### config.mk
export PLATFORM = sky130hd
export DESIGN_NAME = mwm_mult
export DESIGN_NICKNAME = d
export VERILOG_FILES = /design/src/rtl/mwm_pkg.sv /design/src/rtl/mwm_seq.sv /design/src/rtl/mwm_word_alu.sv /design/src/rtl/mwm_regs.sv /design/src/rtl/mwm_mult.sv
export SDC_FILE = /design/constraint.sdc
export NUM_CORES = 2
export LEC_CHECK = 0
export BUFFER_PORTS_ARGS = -buffer_cell sky130_fd_sc_hd__buf_2
export CORE_MARGIN = 2
export CORE_UTILIZATION = 55
export DETAILED_ROUTE_END_ITERATION = 6
export GPL_TIMING_DRIVEN = 0
export PLACE_DENSITY_LB_ADDON = 0.3
export SYNTH_ARGS = -nofsm -noshare
export SYNTH_HDL_FRONTEND = slang
export SYNTH_SLANG_ARGS = --single-unit
export TNS_END_PERCENT = 5
### constraint.sdc
create_clock -name clk -period 11.2 [get_ports clk]
set_input_delay 1.12 -clock clk [delete_from_list [all_inputs] [get_ports clk]]
set_output_delay 1.12 -clock clk [all_outputs]
set_load 0.05 [all_outputs]
### src/rtl/mwm_pkg.sv
`timescale 1ns/1ps
package mwm_pkg;

    localparam int NUM_STEPS = 9;
    localparam int RES_WORDS = 4;

    // Order of the chain is behaviour: each step consumes the carry and
    // partial words left by the ones before it.
    typedef enum logic [3:0] {
        ST_LL_LO   = 4'd0,
        ST_LL_HI   = 4'd1,
        ST_HL_LO   = 4'd2,
        ST_HL_HI   = 4'd3,
        ST_LH_LO   = 4'd4,
        ST_LH_HI   = 4'd5,
        ST_TOP_CRY = 4'd6,
        ST_HH_LO   = 4'd7,
        ST_HH_HI   = 4'd8
    } step_e;

    localparam step_e LAST_STEP = ST_HH_HI;

    typedef enum logic [1:0] {
        SRC_ZERO = 2'd0,
        SRC_R1   = 2'd1,
        SRC_R2   = 2'd2,
        SRC_R3   = 2'd3
    } addend_e;

    typedef struct packed {
        logic    a_hi;     // pick upper word of operand A
        logic    b_hi;     // pick upper word of operand B
        logic    take_hi;  // use upper half of the word product
        logic    no_prod;  // product term forced to zero
        addend_e addend;   // which partial word to add
        logic    cin;      // add the carry flag
        logic    cwr;      // update the carry flag
        logic [1:0] dest;  // result word written
    } uop_t;

    function automatic uop_t decode_step(step_e s);
        uop_t u;
        u = '{a_hi: 1'b0, b_hi: 1'b0, take_hi: 1'b0, no_prod: 1'b0,
              addend: SRC_ZERO, cin: 1'b0, cwr: 1'b0, dest: 2'd0};
        case (s)
            ST_LL_LO:   begin u.dest = 2'd0; end
            ST_LL_HI:   begin u.take_hi = 1'b1; u.dest = 2'd1; end
            ST_HL_LO:   begin u.a_hi = 1'b1; u.addend = SRC_R1; u.cwr = 1'b1; u.dest = 2'd1; end
            ST_HL_HI:   begin u.a_hi = 1'b1; u.take_hi = 1'b1; u.cin = 1'b1; u.dest = 2'd2; end
            ST_LH_LO:   begin u.b_hi = 1'b1; u.addend = SRC_R1; u.cwr = 1'b1; u.dest = 2'd1; end
            ST_LH_HI:   begin u.b_hi = 1'b1; u.take_hi = 1'b1; u.addend = SRC_R2;
                              u.cin = 1'b1; u.cwr = 1'b1; u.dest = 2'd2; end
            ST_TOP_CRY: begin u.no_prod = 1'b1; u.cin = 1'b1; u.dest = 2'd3; end
            ST_HH_LO:   begin u.a_hi = 1'b1; u.b_hi = 1'b1; u.addend = SRC_R2;
                              u.cwr = 1'b1; u.dest = 2'd2; end
            ST_HH_HI:   begin u.a_hi = 1'b1; u.b_hi = 1'b1; u.take_hi = 1'b1;
                              u.addend = SRC_R3; u.cin = 1'b1; u.dest = 2'd3; end
            default:    begin u.dest = 2'd0; end
        endcase
        return u;
    endfunction

endpackage

### src/rtl/mwm_seq.sv
`timescale 1ns/1ps
module mwm_seq
    import mwm_pkg::*;
(
    input  logic  clk,
    input  logic  rst,
    input  logic  start_i,
    output logic  accept_o,
    output logic  busy_o,
    output logic  done_o,
    output step_e step_o
);

    logic  busy_q;
    logic  done_q;
    step_e step_q;

    assign accept_o = start_i && !busy_q;

    always_ff @(posedge clk) begin
        if (rst) begin
            busy_q <= 1'b0;
            done_q <= 1'b0;
            step_q <= ST_LL_LO;
        end else begin
            done_q <= 1'b0;
            if (accept_o) begin
                busy_q <= 1'b1;
                step_q <= ST_LL_LO;
            end else if (busy_q) begin
                if (step_q == LAST_STEP) begin
                    busy_q <= 1'b0;
                    done_q <= 1'b1;
                end else begin
                    step_q <= step_e'(step_q + 4'd1);
                end
            end
        end
    end

    assign busy_o = busy_q;
    assign done_o = done_q;
    assign step_o = step_q;

    AST_DONE_ONE_CYCLE: assert property (@(posedge clk) disable iff (rst)
        done_q |=> !done_q);
    AST_DONE_AFTER_LAST: assert property (@(posedge clk) disable iff (rst)
        done_q |-> ($past(busy_q) && $past(step_q) == LAST_STEP));
    AST_BUSY_HELD: assert property (@(posedge clk) disable iff (rst)
        (busy_q && step_q != LAST_STEP) |=> (busy_q && !done_q));
    AST_BUSY_FALLS_AT_DONE: assert property (@(posedge clk) disable iff (rst)
        done_q |-> !busy_q);

endmodule

### src/rtl/mwm_word_alu.sv
`timescale 1ns/1ps
module mwm_word_alu #(
    parameter int WORD_W = 32
) (
    input  logic [WORD_W-1:0] x_i,
    input  logic [WORD_W-1:0] y_i,
    input  logic              take_hi_i,
    input  logic              no_prod_i,
    input  logic [WORD_W-1:0] addend_i,
    input  logic              cin_i,
    output logic [WORD_W-1:0] sum_o,
    output logic              cout_o
);

    localparam int PROD_W = 2 * WORD_W;

    logic [PROD_W-1:0] full;
    logic [WORD_W-1:0] part;
    logic [WORD_W:0]   total;

    always_comb begin
        full  = {{WORD_W{1'b0}}, x_i} * {{WORD_W{1'b0}}, y_i};
        if (no_prod_i)
            part = '0;
        else if (take_hi_i)
            part = full[PROD_W-1:WORD_W];
        else
            part = full[WORD_W-1:0];
        total = {1'b0, part} + {1'b0, addend_i} + {{WORD_W{1'b0}}, cin_i};
    end

    assign sum_o  = total[WORD_W-1:0];
    assign cout_o = total[WORD_W];

endmodule

### src/rtl/mwm_regs.sv
`timescale 1ns/1ps
module mwm_regs
    import mwm_pkg::*;
#(
    parameter int WORD_W = 32
) (
    input  logic                        clk,
    input  logic                        rst,
    input  logic                        wr_en_i,
    input  logic [1:0]                  dest_i,
    input  logic [WORD_W-1:0]           wdata_i,
    input  logic                        cwr_i,
    input  logic                        carry_i,
    output logic [RES_WORDS*WORD_W-1:0] words_o,
    output logic                        cf_o
);

    logic cf_q;

    for (genvar gi = 0; gi < RES_WORDS; gi++) begin : g_word
        logic [WORD_W-1:0] word_q;
        always_ff @(posedge clk) begin
            if (rst)
                word_q <= '0;
            else if (wr_en_i && dest_i == 2'(gi))
                word_q <= wdata_i;
        end
        assign words_o[gi*WORD_W +: WORD_W] = word_q;
    end

    always_ff @(posedge clk) begin
        if (rst)
            cf_q <= 1'b0;
        else if (wr_en_i && cwr_i)
            cf_q <= carry_i;
    end

    assign cf_o = cf_q;

    AST_CARRY_KEPT: assert property (@(posedge clk) disable iff (rst)
        (wr_en_i && !cwr_i) |=> $stable(cf_q));
    AST_IDLE_WORDS_KEPT: assert property (@(posedge clk) disable iff (rst)
        !wr_en_i |=> $stable(words_o));

endmodule

### src/rtl/mwm_mult.sv
`timescale 1ns/1ps
module mwm_mult
    import mwm_pkg::*;
#(
    parameter int WORD_W = 32
) (
    input  logic                    clk,
    input  logic                    rst,
    input  logic                    start_i,
    input  logic [2*WORD_W-1:0]     a_i,
    input  logic [2*WORD_W-1:0]     b_i,
    output logic                    busy_o,
    output logic                    done_o,
    output logic [4*WORD_W-1:0]     prod_o
);

    localparam int OP_W  = 2 * WORD_W;
    localparam int RES_W = RES_WORDS * WORD_W;

    logic              accept;
    logic              busy;
    step_e             step;
    uop_t              uop;
    logic [OP_W-1:0]   a_q;
    logic [OP_W-1:0]   b_q;
    logic [WORD_W-1:0] x_w;
    logic [WORD_W-1:0] y_w;
    logic [WORD_W-1:0] addend;
    logic [WORD_W-1:0] sum;
    logic              cout;
    logic              cf;
    logic [RES_W-1:0]  words;

    mwm_seq u_seq (
        .clk      (clk),
        .rst      (rst),
        .start_i  (start_i),
        .accept_o (accept),
        .busy_o   (busy),
        .done_o   (done_o),
        .step_o   (step)
    );

    always_ff @(posedge clk) begin
        if (rst) begin
            a_q <= '0;
            b_q <= '0;
        end else if (accept) begin
            a_q <= a_i;
            b_q <= b_i;
        end
    end

    always_comb begin
        uop = decode_step(step);
        x_w = uop.a_hi ? a_q[OP_W-1:WORD_W] : a_q[WORD_W-1:0];
        y_w = uop.b_hi ? b_q[OP_W-1:WORD_W] : b_q[WORD_W-1:0];
        case (uop.addend)
            SRC_R1:  addend = words[1*WORD_W +: WORD_W];
            SRC_R2:  addend = words[2*WORD_W +: WORD_W];
            SRC_R3:  addend = words[3*WORD_W +: WORD_W];
            default: addend = '0;
        endcase
    end

    mwm_word_alu #(.WORD_W(WORD_W)) u_alu (
        .x_i       (x_w),
        .y_i       (y_w),
        .take_hi_i (uop.take_hi),
        .no_prod_i (uop.no_prod),
        .addend_i  (addend),
        .cin_i     (uop.cin & cf),
        .sum_o     (sum),
        .cout_o    (cout)
    );

    mwm_regs #(.WORD_W(WORD_W)) u_regs (
        .clk     (clk),
        .rst     (rst),
        .wr_en_i (busy),
        .dest_i  (uop.dest),
        .wdata_i (sum),
        .cwr_i   (uop.cwr),
        .carry_i (cout),
        .words_o (words),
        .cf_o    (cf)
    );

    assign busy_o = busy;
    assign prod_o = words;

    AST_OPERANDS_HELD: assert property (@(posedge clk) disable iff (rst)
        (busy && start_i) |=> ($stable(a_q) && $stable(b_q)));
    AST_RESULT_HOLD: assert property (@(posedge clk) disable iff (rst)
        (!busy && !start_i) |=> $stable(prod_o));

endmodule

==> flow_summary.ini <==
[clock_network]
clk_pin_slew_ps = 80
cts_tree = yes
postCtsHoldBufs = 0
h-tree-depth = 1
clock_path_buffers = 3
cts_buffers = 30
cts_root_buf = clkbuf_16
clkSinkCount = 263
insertion_delay_ps = 670

[timing]
slew_headroom_pct = 14.25
setup_ws_ps = -13.24
holdWs_ps = 451.0
hold_viol = 0
skew_ps = 71.07
fin_tns_setup_ps = -13.24
fin_crit_sh_pct = 100.1
tightest_slew_ps = 1286
setup_viol = 1
final_max_slew_viol_count = 0
fmax_mhz = 89.18
finalCriticalPeriod_ps = 11210
rsz0062_at_grt = yes

[final_layout]
drive_gt1_share_pct = 17.50
utilization_pct = 66.50
fin_area_um2 = 53480
area_growth_pct = 19.67
nets = 7102

[floorplan]
coreArea_um2 = 80420
die_h_um = 289.0
rows = 104
io_pins = 261
die_area_um2 = 83540
die_w_um = 289.0
start_util_pct = 55.57

[synthesis]
synth_edf_count = 0
synth.cell_area_um2 = 44690
yosys.area.top_type_share_pct = 40.23
synthFlopType = dfxtp_1
synth-seq-area-share_pct = 11.78
synthTopCellsByArea = fa_1 40%, dfxtp_1 12%, nand2_1 8.7%, ha_1 8.3%, inv_1 7.5%
syn-mean-instance-area_um2 = 8.411
synth_cells = 5313
ys_ff_latch = 263
syn-num-nets = 6640
synth_cell_types = 76
yosysWarnings = 0
synth_top_area_cell = fa_1
async_flop_share_pct = 0

[min_path]
holdPathStages = 2
hp-class = reg -> reg
hp-start = u_regs.g_word[0].word_q[14]
hold_path_end = u_regs.g_word[0].word_q[14]

[critical_path]
cp_slowest_stage_delay_ps = 650
timing.rr.end = u_regs.g_word[0].word_q[25]
regToRegSetupSlack_ps = -10
critPathMaxFanout = 10
start_kind = flip-flop
r2r_start = u_seq.step_o[0]
required_ps = 11740
cp-end-kind = flip-flop
crit_slowest_cell = fa_2
rr_worst_depth = 46
path_class = reg -> reg
arrival_ps = 11760
cp_common_cell = fa_1

[status]
run_status = finished, violations left
violations = DRC, setup timing

[job]
maxCapViolCount = 0

[power]
ir_worst_vdd_mv = 0.1131
power_density_nw_per_um2 = 85.29
power_leakage_nw = 25.16

[detailed_routing]
firstDrtPassIters = 7
drc = 5
drtIter0Drc = 4740
vias = 41833
routed_wirelength_um = 188600
wl_per_cell_um = 27.47
vias_per_cell = 6.094
drtAntennaViolNets = 0

[placed_design]
portBuffers = 259
hpwl_um = 152900
place_area_um2 = 47660
place_congestion = 1.070
dp_slack_ps = -3109

[global_routing]
grt_max_degree = 18
grt_pass1_vias = 41430
grt.total_usage_pct = 45.21
grt_first_pass_wirelength_um = 271500
grt_overflow = 0
antenna_found_initial = 8
==> how the worst max path moves through the flow <==
stage	cells after the start	slack [ps]	end	from
2_1_floorplan	45	100	u_regs.g_word[2].word_q[14]	u_seq.step_o[0]
3_3_place_gp	44	-3740	u_regs.g_word[3].word_q[31]	u_seq.step_o[0]
3_5_place_dp	45	-3110	u_regs.g_word[0].word_q[14]	u_seq.step_o[0]
4_1_cts	46	-50	u_regs.g_word[1].word_q[29]	u_seq.step_o[0]
5_1_grt	46	-200	u_regs.g_word[0].word_q[24]	u_seq.step_o[0]
6_report	46	-10	u_regs.g_word[0].word_q[25]	u_seq.step_o[0]
==> critical path: cells and delay by family (launching register included) <==
kind / cells / cell delay (ps)
fa+ha+maj: 11 / 4820
compound gates: 17 / 3230
buf+inv: 12 / 1330
xor+xnor: 2 / 560
flops: 1 / 420
mux: 1 / 340
simple gates: 3 / 310
==> logic make-up after synthesis <==
family | share of synthesized area (%)
simple gates | 15.97
fa+ha+maj | 48.57
buf+inv | 10.03
compound gates | 8.974
flops | 11.78
mux | 3.063
xor+xnor | 1.607
==> sequential cells by signal (all words and copies together), names as in the netlist <==
| signal | count |
|---|---|
| a_q | 64 |
| b_q | 64 |
| u_regs.cf_o | 1 |
| u_regs.g_word.word_q | 128 |
| u_seq.busy_o | 1 |
| u_seq.done_o | 1 |
| u_seq.step_o | 4 |
==> Yosys cell counts (6+ instances only) <==
cell / number
o211ai_1: 9
a222oi_1: 32
a31oi_1: 14
xnor2_1: 61
nand3_1: 21
o22ai_1: 11
fa_1: 898
mux2_2: 62
inv_1: 896
o21ai_0: 50
ha_1: 298
o21a_1: 12
a21oi_1: 348
clkbuf_1: 256
a21boi_0: 6
nand2b_1: 16
buf_2: 11
o31ai_1: 10
and3_1: 13
nand2_1: 1030
o21bai_1: 17
and2_1: 10
xor2_1: 21
nand4_1: 25
a21o_1: 62
a211oi_1: 26
mux2i_1: 67
nor3_1: 29
buf_1: 26
nor2b_1: 10
nor2_1: 625
dfxtp_1: 263
==> what timing repair did <==
item / in CTS / in global routing
cloned: 3 / 5
pin swaps: 40 / 130
endpoints found under the setup margin: 129 / 93
resized for setup: 553 / 329
buffers inserted: 72 / 93
==> where the power goes <==
part	internal (W)	leakage [nW]	switching [W]
sequential	0.000978	2.14	0.0000489
clock	0.000630	0.535	0.000517
combinational	0.000855	22.5	0.00153
total	0.00246	25.2	0.00210
==> through the flow <==
stage	total power, W	cells
after floorplan	0.002182	5313
after global placement	0.002934	6632
after detailed placement	0.002955	6654
after CTS	0.004284	6773
after global routing	0.004691	6861
final	0.004561	6865
==> area by class of cell <==
cell class | count | area [um^2]
Sequential cell | 263 | 5273
Antenna cell | 6 | 15.01
Clock buffer | 33 | 782.0
Timing Repair Buffer | 453 | 3252
Multi-Input combinational cell | 3860 | 37000
Tap cell | 1060 | 1326
Inverter | 896 | 3368
Fill cell | 6633 | 26940
Buffer | 271 | 2156
Clock inverter | 23 | 309.0
==> layout by cell type, fill, tap and decap left out, drive strengths merged, types with 16 or more instances in the layout <==
cell | synthesis | routed
a211oi | 27 | 27
a21o | 62 | 62
a21oi | 349 | 349
a222oi | 32 | 32
buf | 37 | 530
clkbuf | 257 | 225
dfxtp | 263 | 263
fa | 898 | 898
ha | 298 | 298
inv | 896 | 900
mux2 | 62 | 62
mux2i | 67 | 67
nand2 | 1030 | 1030
nand2b | 16 | 16
nand3 | 21 | 21
nand4 | 25 | 25
nor2 | 625 | 625
nor3 | 29 | 29
o21ai | 55 | 55
o21bai | 18 | 18
xnor2 | 61 | 61
xor2 | 21 | 21
==> metal layers <==
metal	part of all wire, %	global-route usage, %	vias up
met5	0.028	0	-
met4	9.1	29.74	8
met3	14	14.89	757
met2	42	66.62	2970
met1	35	57.08	20824
li1	-	-	17274
Power figures use the tool's default switching activity.
